===== src/rtl/irq_gather.sv =====
module irq_gather #(
  parameter int AXES = 4,
  localparam int BW = 2 * AXES
) (
  input  logic            clk,
  input  logic            rst_n,
  input  logic            wr_en,
  input  logic [BW-1:0]   wr_data,
  output logic [BW-1:0]   rd_data,
  input  logic [AXES-1:0] evt,
  input  logic [AXES-1:0] clr,
  output logic            irq_n
);
  logic [AXES-1:0] mask_q;
  logic [AXES-1:0] pend_q;

  always_ff @(posedge clk) begin
    if (!rst_n)     mask_q <= '0;
    else if (wr_en) mask_q <= wr_data[AXES-1:0];
  end

  for (genvar i = 0; i < AXES; i++) begin : g_axis
    always_ff @(posedge clk) begin
      if (!rst_n)      pend_q[i] <= 1'b0;
      else if (evt[i]) pend_q[i] <= 1'b1;
      else if (clr[i]) pend_q[i] <= 1'b0;
    end
  end

  assign rd_data = {pend_q, mask_q};
  assign irq_n   = ~|(pend_q & mask_q);
endmodule


===== config.mk =====
export PLATFORM = sky130hd
export DESIGN_NAME = irq_gather
export DESIGN_NICKNAME = d
export VERILOG_FILES = /design/src/rtl/irq_gather.sv
export SDC_FILE = /design/constraint.sdc
export NUM_CORES = 1
export LEC_CHECK = 0
export ABC_AREA = 1
export BUFFER_PORTS_ARGS = -buffer_cell sky130_fd_sc_hd__buf_2
export CAP_MARGIN = 20
export CORE_AREA = 5 5 42 44
export CTS_CLUSTER_SIZE = 8
export DETAILED_ROUTE_END_ITERATION = 7
export DIE_AREA = 0 0 47 49
export PLACE_DENSITY = 0.51
export SYNTH_ARGS = -nofsm -noshare
export SYNTH_HDL_FRONTEND = slang
export SYNTH_SLANG_ARGS = --single-unit

===== constraint.sdc =====
create_clock -name clk -period 1.3 [get_ports clk]
set_clock_uncertainty 0.05 [all_clocks]
set_input_delay 0.13 -clock clk [delete_from_list [all_inputs] [get_ports clk]]
set_output_delay 0.13 -clock clk [all_outputs]
set_load 0.005 [all_outputs]

# Word level (Yosys, flattened, before mapping)

Index checks and enable logic that the tools add are counted.

Flip-flop bits (word level): 8
Input bits: 19

Multiplexer cells: 8
Bitwise gates (word level): 1
Reduce and logical (&&, ||, !) cells: 6

Operator list:

| kind               | count |
|---|---|
| two-way mux 1 bit  | 8 |
| nonzero test 2 bit | 4 |
| AND 4 bit          | 1 |
| OR reduction 4 bit | 1 |
| logical NOT 1 bit  | 1 |

# Logic depth before layout (Yosys ltp)

Gate-level depths: netlist of run 1.

Word-level depth: 3
Depth in mapped cells: 3
Mapped depth without buffers: 3

# Least setup slack after synthesis of run 1

OpenSTA, ideal clock, no wires.

Kind: register to output
Start: reg mask_q[1]
End: out irq_n
Data arrival time: 0.523 ns
Setup slack: 0.597 ns
Stages on the path, launching flop included: 4
Path buffers: 0
Cell sequence: dfxtp_1 nand2_1 nand2_1 nor2_1

Word-level cells in the longest chain between the ends: 3

Ends and longest elaborated chain:

| item                     | RTL line | text |
|---|---|---|
| start: declaration       | 14       | `logic [AXES-1:0] mask_q;` |
| start signal: assignment | 19       | `else if (wr_en) mask_q <= wr_data[AXES-1:0];` |
| AND 4 bit                | 31       | `assign irq_n = ~\|(pend_q & mask_q);` |
| OR reduction 4 bit       | 31       |  |
| logical NOT 1 bit        | 31       |  |
| end: declaration         | 12       | `output logic irq_n` |

No other way between the ends.

# Final worst setup path of run 1

Same ends and word-level chain as after synthesis.

==> impl_metrics.env, run 1 <==
export IMPL_relSlewSlack=0.907
export IMPL_p_leak_nw=0.281
export IMPL_cts_setup_buffers=0
export IMPL_dieHeight_um=49
export IMPL_hold_ws_ps=55.6
export IMPL_ant_nets=0
export IMPL_run_status="finished clean"
export IMPL_cpMostUsedCell="nand2_1"
export IMPL_clock_sinks=8
export IMPL_die_x_um=47
export IMPL_fin_cells=87
export IMPL_synth_fp_nets=64
export IMPL_slowest_stage="dfxtp_1"
export IMPL_power_total_uw=525
export IMPL_cap_viol_max_count=0
export IMPL_startpoint_type="register"
export IMPL_avgSynthCellArea_um2=6.87
export IMPL_antenna_cells=0
export IMPL_rsz0062_at_grt="false"
export IMPL_critPathTopFamily="flip-flops"
export IMPL_grt_pass1_vias=294
export IMPL_insertion_delay_ps=240
export IMPL_grt_ovfl_total=0
export IMPL_cts_tree="yes"
export IMPL_end_kind="output pin"
export IMPL_async_reset_ff_frac=0
export IMPL_syn2layout_area_growth_pct=51.0
export IMPL_drive_gt1_frac=0.366
export IMPL_row_count=14
export IMPL_place_inst=84
export IMPL_hold_class="primary input to register"
export IMPL_port_buffers=23
export IMPL_cts_buffers=3
export IMPL_p_per_area_nw_per_um2=1130
export IMPL_period_share=0.813
export IMPL_dieArea_um2=2300
export IMPL_clk_pin_slew_ps=50
export IMPL_syn_inst=45
export IMPL_cts_resized=0
export IMPL_synth_area_leaders="dfxtp_1, inv_1, nand2_1, nor2_1, a21oi_1"
export IMPL_hold_buffers=0
export IMPL_worstPathRequired_ps=1120
export IMPL_synth_area_um2=309
export IMPL_grt_max_degree=6
export IMPL_ys_flop_type="dfxtp_1"
export IMPL_antenna_found_initial=0
export IMPL_vias_per_cell=3.92
export IMPL_ys_warn_count=0
export IMPL_dp_final_hpwl_um=640
export IMPL_crit_fanout=3
export IMPL_synth_edf_count=0
export IMPL_yosysSeqAreaShare=0.518
export IMPL_firstDrtPassIters=4
export IMPL_grt_util_all_layers=0.0650
export IMPL_drt_iter0_markers=3
export IMPL_routabilityCongestion=0.658
export IMPL_nFillCells=161
export IMPL_core_um2=1400
export IMPL_wl_per_cell_um=8.56
export IMPL_num_vias=341
export IMPL_wirelength_um=745
export IMPL_ys_seq_elements=8
export IMPL_yosysUniqueCellTypes=6
export IMPL_fmax_mhz=946
export IMPL_min_period_ps=1060
export IMPL_ir_drop_mv=0.410
export IMPL_io_pin_count=28
export IMPL_tns_ps=0
export IMPL_cts_buffer_depth=2
export IMPL_crit_path_cell_trace="nand2_1 -> nand2_1 -> nor2_1 -> buf_2"
export IMPL_path_class="register to output pin"
export IMPL_route_detailed_drc=0
export IMPL_tightest_slew_ps=139
export IMPL_yosys_top_cells_count="inv_1, nand2_1, nor2_1, dfxtp_1"
export IMPL_grt_pass1_wl_um=1090
export IMPL_h_tree_depth=1
export IMPL_hold_violations=0
export IMPL_final_nets=92
export IMPL_netlist_area_leader_share=0.518
export IMPL_max_stage_delay_ps=320
export IMPL_synth_largest_area_cell="dfxtp_1"
export IMPL_clock_root_buffer="clkbuf_4"
export IMPL_slew_viol_final=0
export IMPL_start_util=0.221
export IMPL_setup_violations_final=0
export IMPL_crit_arrival_ps=880
export IMPL_path_buf_inv=1
[per-stage QoR]
step / instance area [um2] / utilization / worst slack (ps)
global route: 467 / 0.333 / 128
detailed placement: 444 / 0.317 / 497
CTS: 467 / 0.333 / 223
finish: 467 / 0.333 / 242
floorplan: 309 / - / 597
global placement: 444 / 0.317 / 480
[final cells by class]
type                       instances  area, um2  area share
tap                               16       20.0      0.0429
sequential                         8        160       0.343
clock buffer                       3       22.5      0.0483
inverter                          10       37.5      0.0804
multi-input combinational         27        111       0.239
timing repair buffer              23        115       0.247
[final timing paths]
check | startpoint | end | slack [ps] | cells past startpoint
min reg2reg | rd_data[6]$_SDFFE_PN0P_ | rd_data[6]$_SDFFE_PN0P_ | 420 | 2
max reg2reg | mask_q[3]$_SDFFE_PN0P_ | mask_q[3]$_SDFFE_PN0P_ | 620 | 2
min | wr_data[1] | mask_q[1]$_SDFFE_PN0P_ | 60 | 3
max | mask_q[1]$_SDFFE_PN0P_ | irq_n | 240 | 4
[cell families after synthesis]
family                 after synthesis  synth area share
AOI/OAI and AO/OA                    8             0.130
buffers and inverters               10             0.121
DFF                                  8             0.518
and+or+nand+nor                     19             0.231
[report_power, final]
| group | switching, mW | total, mW | internal [mW] |
|---|---|---|---|
| combinational | 0.0337 | 0.0734 | 0.0398 |
| clock | 0.0727 | 0.178 | 0.105 |
| sequential | 0.0116 | 0.274 | 0.263 |
| total | 0.118 | 0.525 | 0.407 |
[routing by layer]
metal,routed length [um],up-vias,global-route usage
met5,0,-,0
met4,0,0,0.0415
met3,103,0,0.0258
met2,272,20,0.0724
met1,369,136,0.0978
li1,-,185,-
[registers in the layout, summed over array words and instances, names as in the netlist]
signal / flops
mask_q: 4
rd_data: 4
[worst register-to-register path, cell delays in order, from the launching register on]
cell and delay (ps):
dfxtp_1 320, o21ai_0 150, nor2_1 50
[placed cells by master, fill, tap and decap left out]
master / count
dfxtp_1: 8
a21oi_1: 4
nor2_1: 9
buf_2: 23
o21ai_0: 4
inv_1: 10
clkbuf_4: 3
nand2_1: 10
(Power assumes the default switching activity.)
==> inputs of run 2 (changes only) <==
- clock period: 1.3 -> 1.05 ns (I/O delays scaled with it)
==> run 2 against run 1 <==
Wire length up 4.8%; die area unchanged; sequential power up 24%; design area up 6.2%; critical path depth unchanged; sequential share of layout area down 0.73 points; hold slack worse by 22 ps; power up 27%; setup slack worse by 220 ps; critical path type unchanged; critical endpoint unchanged.
==> impl_metrics.env, run 2 (synthesis gave the netlist of run 1 again) <==
export IMPL_p_seq_frac=0.512
export IMPL_combinationalPowerShare=0.155
export IMPL_run_status="finished clean"
export IMPL_final_cell_mix="buf_2, nand2_1, inv_1"
export IMPL_grt_ovfl_total=0
export IMPL_cts_tree="yes"
export IMPL_reg2reg_slack_ps=270
export IMPL_p_per_area_nw_per_um2=1340
export IMPL_insertion_delay_ps=240
export IMPL_grt_util_all_layers=0.0643
export IMPL_route_detailed_drc=0
export IMPL_wirelength_um=781
export IMPL_grtUsageMet3=0.0295
export IMPL_hold_ws_ps=33.6
export IMPL_rsz0062_at_grt="true"
export IMPL_grt_pass1_wl_um=1090
export IMPL_port_buffers=23
export IMPL_p_clk_frac=0.333
export IMPL_period_share=0.980
export IMPL_clock_root_buffer="clkbuf_4"
export IMPL_fmax_mhz=972
export IMPL_startpoint="mask_q[1]$_SDFFE_PN0P_"
export IMPL_num_vias=348
export IMPL_io_pin_count=28
export IMPL_cp_depth=4
export IMPL_core_um2=1400
export IMPL_wl_per_cell_um=8.68
export IMPL_crit_path_cell_trace="nand2_1 -> nand2_1 -> nor2_1 -> buf_2"
export IMPL_whs_path_depth=3
export IMPL_reg2reg_depth=3
export IMPL_dieArea_um2=2300
export IMPL_clk_pin_slew_ps=50
export IMPL_antenna_found_initial=0
export IMPL_dp_final_hpwl_um=645
export IMPL_drt_iter0_markers=2
export IMPL_path_buf_inv=1
export IMPL_setup_violations_final=0
export IMPL_slowest_stage="dfxtp_2"
export IMPL_p_int_uw=516
export IMPL_routabilityCongestion=0.658
export IMPL_worstSetupEndpoint="irq_n"
export IMPL_worst_r2r_endpoint="mask_q[2]$_SDFFE_PN0P_"
export IMPL_cts_buffers=3
export IMPL_worstPathRequired_ps=890
export IMPL_start_util=0.221
export IMPL_path_class="register to output pin"
export IMPL_met2_usage=0.0769
export IMPL_crit_arrival_ps=870
export IMPL_critPathTopFamily="flip-flops"
export IMPL_relSlewSlack=0.908
export IMPL_ir_drop_mv=0.461
export IMPL_cpMostUsedCell="nand2_1"
export IMPL_h_tree_depth=1
export IMPL_antenna_cells=0
export IMPL_cap_viol_max_count=0
export IMPL_vias_per_cell=3.87
export IMPL_p_sw_uw=149
export IMPL_grt_busiest_layer="met1"
export IMPL_tns_ps=0
export IMPL_power_total_uw=665
export IMPL_hold_class="primary input to register"
export IMPL_crit_fanout=3
export IMPL_mostFrequentLayoutCell="buf_2"
export IMPL_grt_max_degree=6
export IMPL_syn2layout_area_growth_pct=60.3
export IMPL_fin_cells=90
export IMPL_grt_use_met1=0.0956
export IMPL_end_kind="output pin"
export IMPL_final_nets=95
export IMPL_max_stage_delay_ps=320
export IMPL_clock_sinks=8
export IMPL_hold_violations=0
export IMPL_min_period_ps=1030
export IMPL_firstDrtPassIters=3
export IMPL_place_inst=84
export IMPL_grt_pass1_vias=278
export IMPL_dieHeight_um=49
export IMPL_p_leak_nw=0.298
export IMPL_sw_frac_of_total=0.225
export IMPL_drive_gt1_frac=0.459
export IMPL_row_count=14
export IMPL_die_x_um=47
export IMPL_cts_buffer_depth=2
export IMPL_ant_nets=0
export IMPL_tightest_slew_ps=137
export IMPL_startpoint_type="register"
export IMPL_reg2reg_from="mask_q[2]$_SDFFE_PN0P_"
export IMPL_slew_viol_final=0
run 2: cell type report:
class	count	area, um2
Clock buffer	3	22.5
Fill cell	161	906
Inverter	10	37.5
Multi-Input combinational cell	27	111
Sequential cell	8	166
Tap cell	16	20.0
Timing Repair Buffer	26	138
run 2: power groups by stage:
stage               combinational [mW]  clock [mW]  sequential [mW]
detailed placement              0.0935           0            0.346
floorplan                       0.0336           0            0.346
global placement                0.0918           0            0.346
finish                           0.103       0.221            0.341
CTS                             0.0983       0.230            0.340
global route                     0.119       0.248            0.344
run 2: repair_timing:
item                       4_1_cts  5_1_grt
setup endpoints to repair        1        1
pin swaps                        1        1
hold buffers                     0        0
buffers inserted                 1        2
gates resized for setup          3        2
run 2: worst min path at each step:
stage                     startpoint                      end
after CTS                 wr_data[1]   mask_q[1]$_SDFFE_PN0P_
after floorplan               evt[0]  rd_data[4]$_SDFFE_PN0P_
final                     wr_data[1]   mask_q[1]$_SDFFE_PN0P_
after global routing          evt[0]  rd_data[4]$_SDFFE_PN0P_
after detailed placement  wr_data[1]   mask_q[1]$_SDFFE_PN0P_
after global placement    wr_data[1]   mask_q[1]$_SDFFE_PN0P_
run 2: worst reg2reg max path, stage by stage (launching register included):
cell,delay (ps)
dfxtp_2,310
buf_4,120
o21ai_0,140
nor2_1,50
run 2: through the flow:
step | utilization | cell area, um2 | setup slack (ps)
5_1_grt | 0.354 | 495 | -86.7
6_report | 0.354 | 495 | 21.1
2_1_floorplan | - | 309 | 372
4_1_cts | 0.341 | 478 | 0.488
3_5_place_dp | 0.317 | 444 | 265
3_3_place_gp | 0.317 | 444 | 255
run 2: routing by layer:
metal,part of all wire,vias to the layer above,routed length [um]
li1,-,192,-
met1,0.46,138,358
met3,0.16,0,123
met4,0,0,0
met2,0.38,18,298
met5,0,-,0
==> inputs of run 3 (changes only) <==
- ABC_AREA: 1 -> unset
- PLACE_DENSITY: 0.51 -> 0.52
==> run 3 against run 2 <==
The flow now finishes with violations (negative setup slack); largest cell class unchanged; first-iteration DRC count down 50%; via count decreased by 16%; register-to-register slack got worse by 80 ps; sequential cell count did not move; hold slack got worse by 20 ps; highest routed layer is now met4; sequential share of layout area grew 0.36 points; final cell count shrank 22%.
==> impl_metrics.env, run 3 <==
export IMPL_vias_per_cell=4.16
export IMPL_synth_area_um2=312
export IMPL_start_util=0.222
export IMPL_rsz0062_at_grt="true"
export IMPL_p_leak_nw=0.244
export IMPL_die_x_um=47
export IMPL_io_pin_count=28
export IMPL_max_stage_delay_ps=310
export IMPL_cts_buffers=3
export IMPL_yosys_top_cells_count="dfxtp_1, nor2b_1, mux2i_1, o21a_1"
export IMPL_fin_cells=70
export IMPL_antenna_cells=0
export IMPL_grt_pass1_vias=286
export IMPL_grt_pass1_wl_um=1150
export IMPL_end_kind="output pin"
export IMPL_port_buffers=23
export IMPL_startpoint_type="register"
export IMPL_num_vias=291
export IMPL_final_nets=75
export IMPL_multi_input_area_um2=144
export IMPL_synth_largest_area_cell="dfxtp_1"
export IMPL_clk_pin_slew_ps=50
export IMPL_period_share=1.19
export IMPL_dieArea_um2=2300
export IMPL_p_per_area_nw_per_um2=1380
export IMPL_hold_violations=0
export IMPL_syn2layout_area_growth_pct=53.8
export IMPL_clock_root_buffer="clkbuf_4"
export IMPL_tightest_slew_ps=173
export IMPL_crit_path_cell_trace="a22o_1 -> a221oi_2 -> buf_2"
export IMPL_core_um2=1400
export IMPL_power_total_uw=661
export IMPL_drt_iter0_markers=1
export IMPL_clock_sinks=8
export IMPL_wl_per_cell_um=10.6
export IMPL_route_detailed_drc=0
export IMPL_avgSynthCellArea_um2=11.5
export IMPL_run_status="finished with violations"
export IMPL_slowest_stage="dfxtp_2"
export IMPL_crit_fanout=2
export IMPL_cap_viol_max_count=0
export IMPL_p_clk_frac=0.338
export IMPL_yosysUniqueCellTypes=7
export IMPL_ys_warn_count=0
export IMPL_worst_slack_ps=-202
export IMPL_sw_frac_of_total=0.216
export IMPL_antenna_found_initial=0
export IMPL_nFillCells=155
export IMPL_syn_inst=27
export IMPL_place_inst=66
export IMPL_min_period_ps=1250
export IMPL_relSlewSlack=0.885
export IMPL_path_class="register to output pin"
export IMPL_tns_ps=-202
export IMPL_mostFrequentLayoutCell="buf_2"
export IMPL_insertion_delay_ps=250
export IMPL_slew_viol_final=0
export IMPL_firstDrtPassIters=3
export IMPL_p_seq_frac=0.512
export IMPL_ant_nets=0
export IMPL_ys_flop_type="dfxtp_1"
export IMPL_synth_area_leaders="dfxtp_1, nor2b_1, mux2i_1, o21a_1, a221oi_2"
export IMPL_hold_class="primary input to register"
export IMPL_setup_violations_final=1
export IMPL_worstPathRequired_ps=890
export IMPL_path_buf_inv=1
export IMPL_cts_buffer_depth=2
export IMPL_p_int_uw=518
export IMPL_async_reset_ff_frac=0
export IMPL_violations="negative setup slack"
export IMPL_routabilityCongestion=0.606
export IMPL_row_count=14
export IMPL_fmax_mhz=798
export IMPL_combinationalPowerShare=0.149
export IMPL_yosysSeqAreaShare=0.514
export IMPL_seqCellArea_um2=163
export IMPL_crit_arrival_ps=1100
export IMPL_p_sw_uw=143
export IMPL_synth_edf_count=0
export IMPL_final_cell_mix="buf_2, nor2b_1, dfxtp_1"
export IMPL_ir_drop_mv=0.763
export IMPL_h_tree_depth=1
export IMPL_pre_cts_slack_ps=58.4
export IMPL_cts_tree="yes"
export IMPL_critPathTopFamily="compound AO/OA/AOI/OAI gates"
export IMPL_ys_seq_elements=8
export IMPL_drive_gt1_frac=0.574
export IMPL_grt_ovfl_total=0
export IMPL_netlist_area_leader_share=0.514
export IMPL_dieHeight_um=49
export IMPL_synth_fp_nets=46
export IMPL_wirelength_um=741
export IMPL_grt_util_all_layers=0.0750
export IMPL_grt_max_degree=9
==> run 3: cell types whose count changed in the layout (fill, tap and decap cells not counted), moves of 3 or more <==
cell / previous run / this run
inv_1: 10 / 0
nand2_1: 10 / 0
nor2_1: 9 / 0
nor2b_1: 0 / 8
a21oi_1: 4 / 0
mux2i_1: 0 / 4
o21a_1: 0 / 4
o21ai_0: 4 / 0
dfxtp_1: 3 / 6
dfxtp_2: 5 / 2
==> run 3: per-stage QoR <==
step / utilization / instance area [um2] / hold slack (ps)
2_1_floorplan: - / 312 / 173
3_3_place_gp: 0.319 / 447 / 269
3_5_place_dp: 0.319 / 447 / 268
4_1_cts: 0.341 / 478 / 11.3
5_1_grt: 0.342 / 479 / 10.3
6_report: 0.342 / 479 / 13.9
==> run 3: layout make-up <==
| cell class | count | area share |
|---|---|---|
| flip-flops and latches | 8 | 0.339 |
| repair buffers | 25 | 0.272 |
| clock buffers | 3 | 0.0470 |
| multi-input cells | 18 | 0.300 |
| well taps | 16 | 0.0418 |
==> run 3: final timing paths <==
kind | start | to | slack (ps) | depth (start not counted)
worst max-delay path | rd_data[4]$_SDFFE_PN0P_ | irq_n | -200 | 3
worst max register to register | rd_data[4]$_SDFFE_PN0P_ | rd_data[4]$_SDFFE_PN0P_ | 190 | 3
worst min register to register | mask_q[1]$_SDFFE_PN0P_ | mask_q[1]$_SDFFE_PN0P_ | 500 | 2
worst min-delay path | evt[3] | rd_data[7]$_SDFFE_PN0P_ | 10 | 2
==> run 3: timing repair <==
item                                    4_1_cts  5_1_grt
pin swaps                                     1        1
setup buffers                                 1        0
hold buffers                                  0        0
gates resized for setup                       1        1
endpoints found under the setup margin        1        1
==> run 3: cells by family (layout without fill, tap and decap cells) <==
logic type / count (synthesis) / count (layout) / share of synthesized area
buffers and inverters: 1 / 28 / 0.0241
AND/OR/NAND/NOR: 8 / 8 / 0.161
multiplexers: 4 / 4 / 0.129
AO/OA/AOI/OAI: 6 / 6 / 0.173
flip-flops: 8 / 8 / 0.514
==> run 3: power by group through the flow <==
stage / clock network (mW) / registers [mW] / logic [mW]
after floorplan: 0 / 0.345 / 0.0398
after global placement: 0 / 0.344 / 0.0964
after detailed placement: 0 / 0.345 / 0.0971
after CTS: 0.234 / 0.338 / 0.101
after global routing: 0.261 / 0.341 / 0.111
final: 0.223 / 0.338 / 0.0987
==> run 3: routing by layer <==
layer	vias to the layer above	track usage	wire length, um
met1	119	0.0824	335
met2	21	0.0928	270
met5	-	0	0
met3	2	0.0590	120
met4	0	0.0553	14
li1	149	-	-
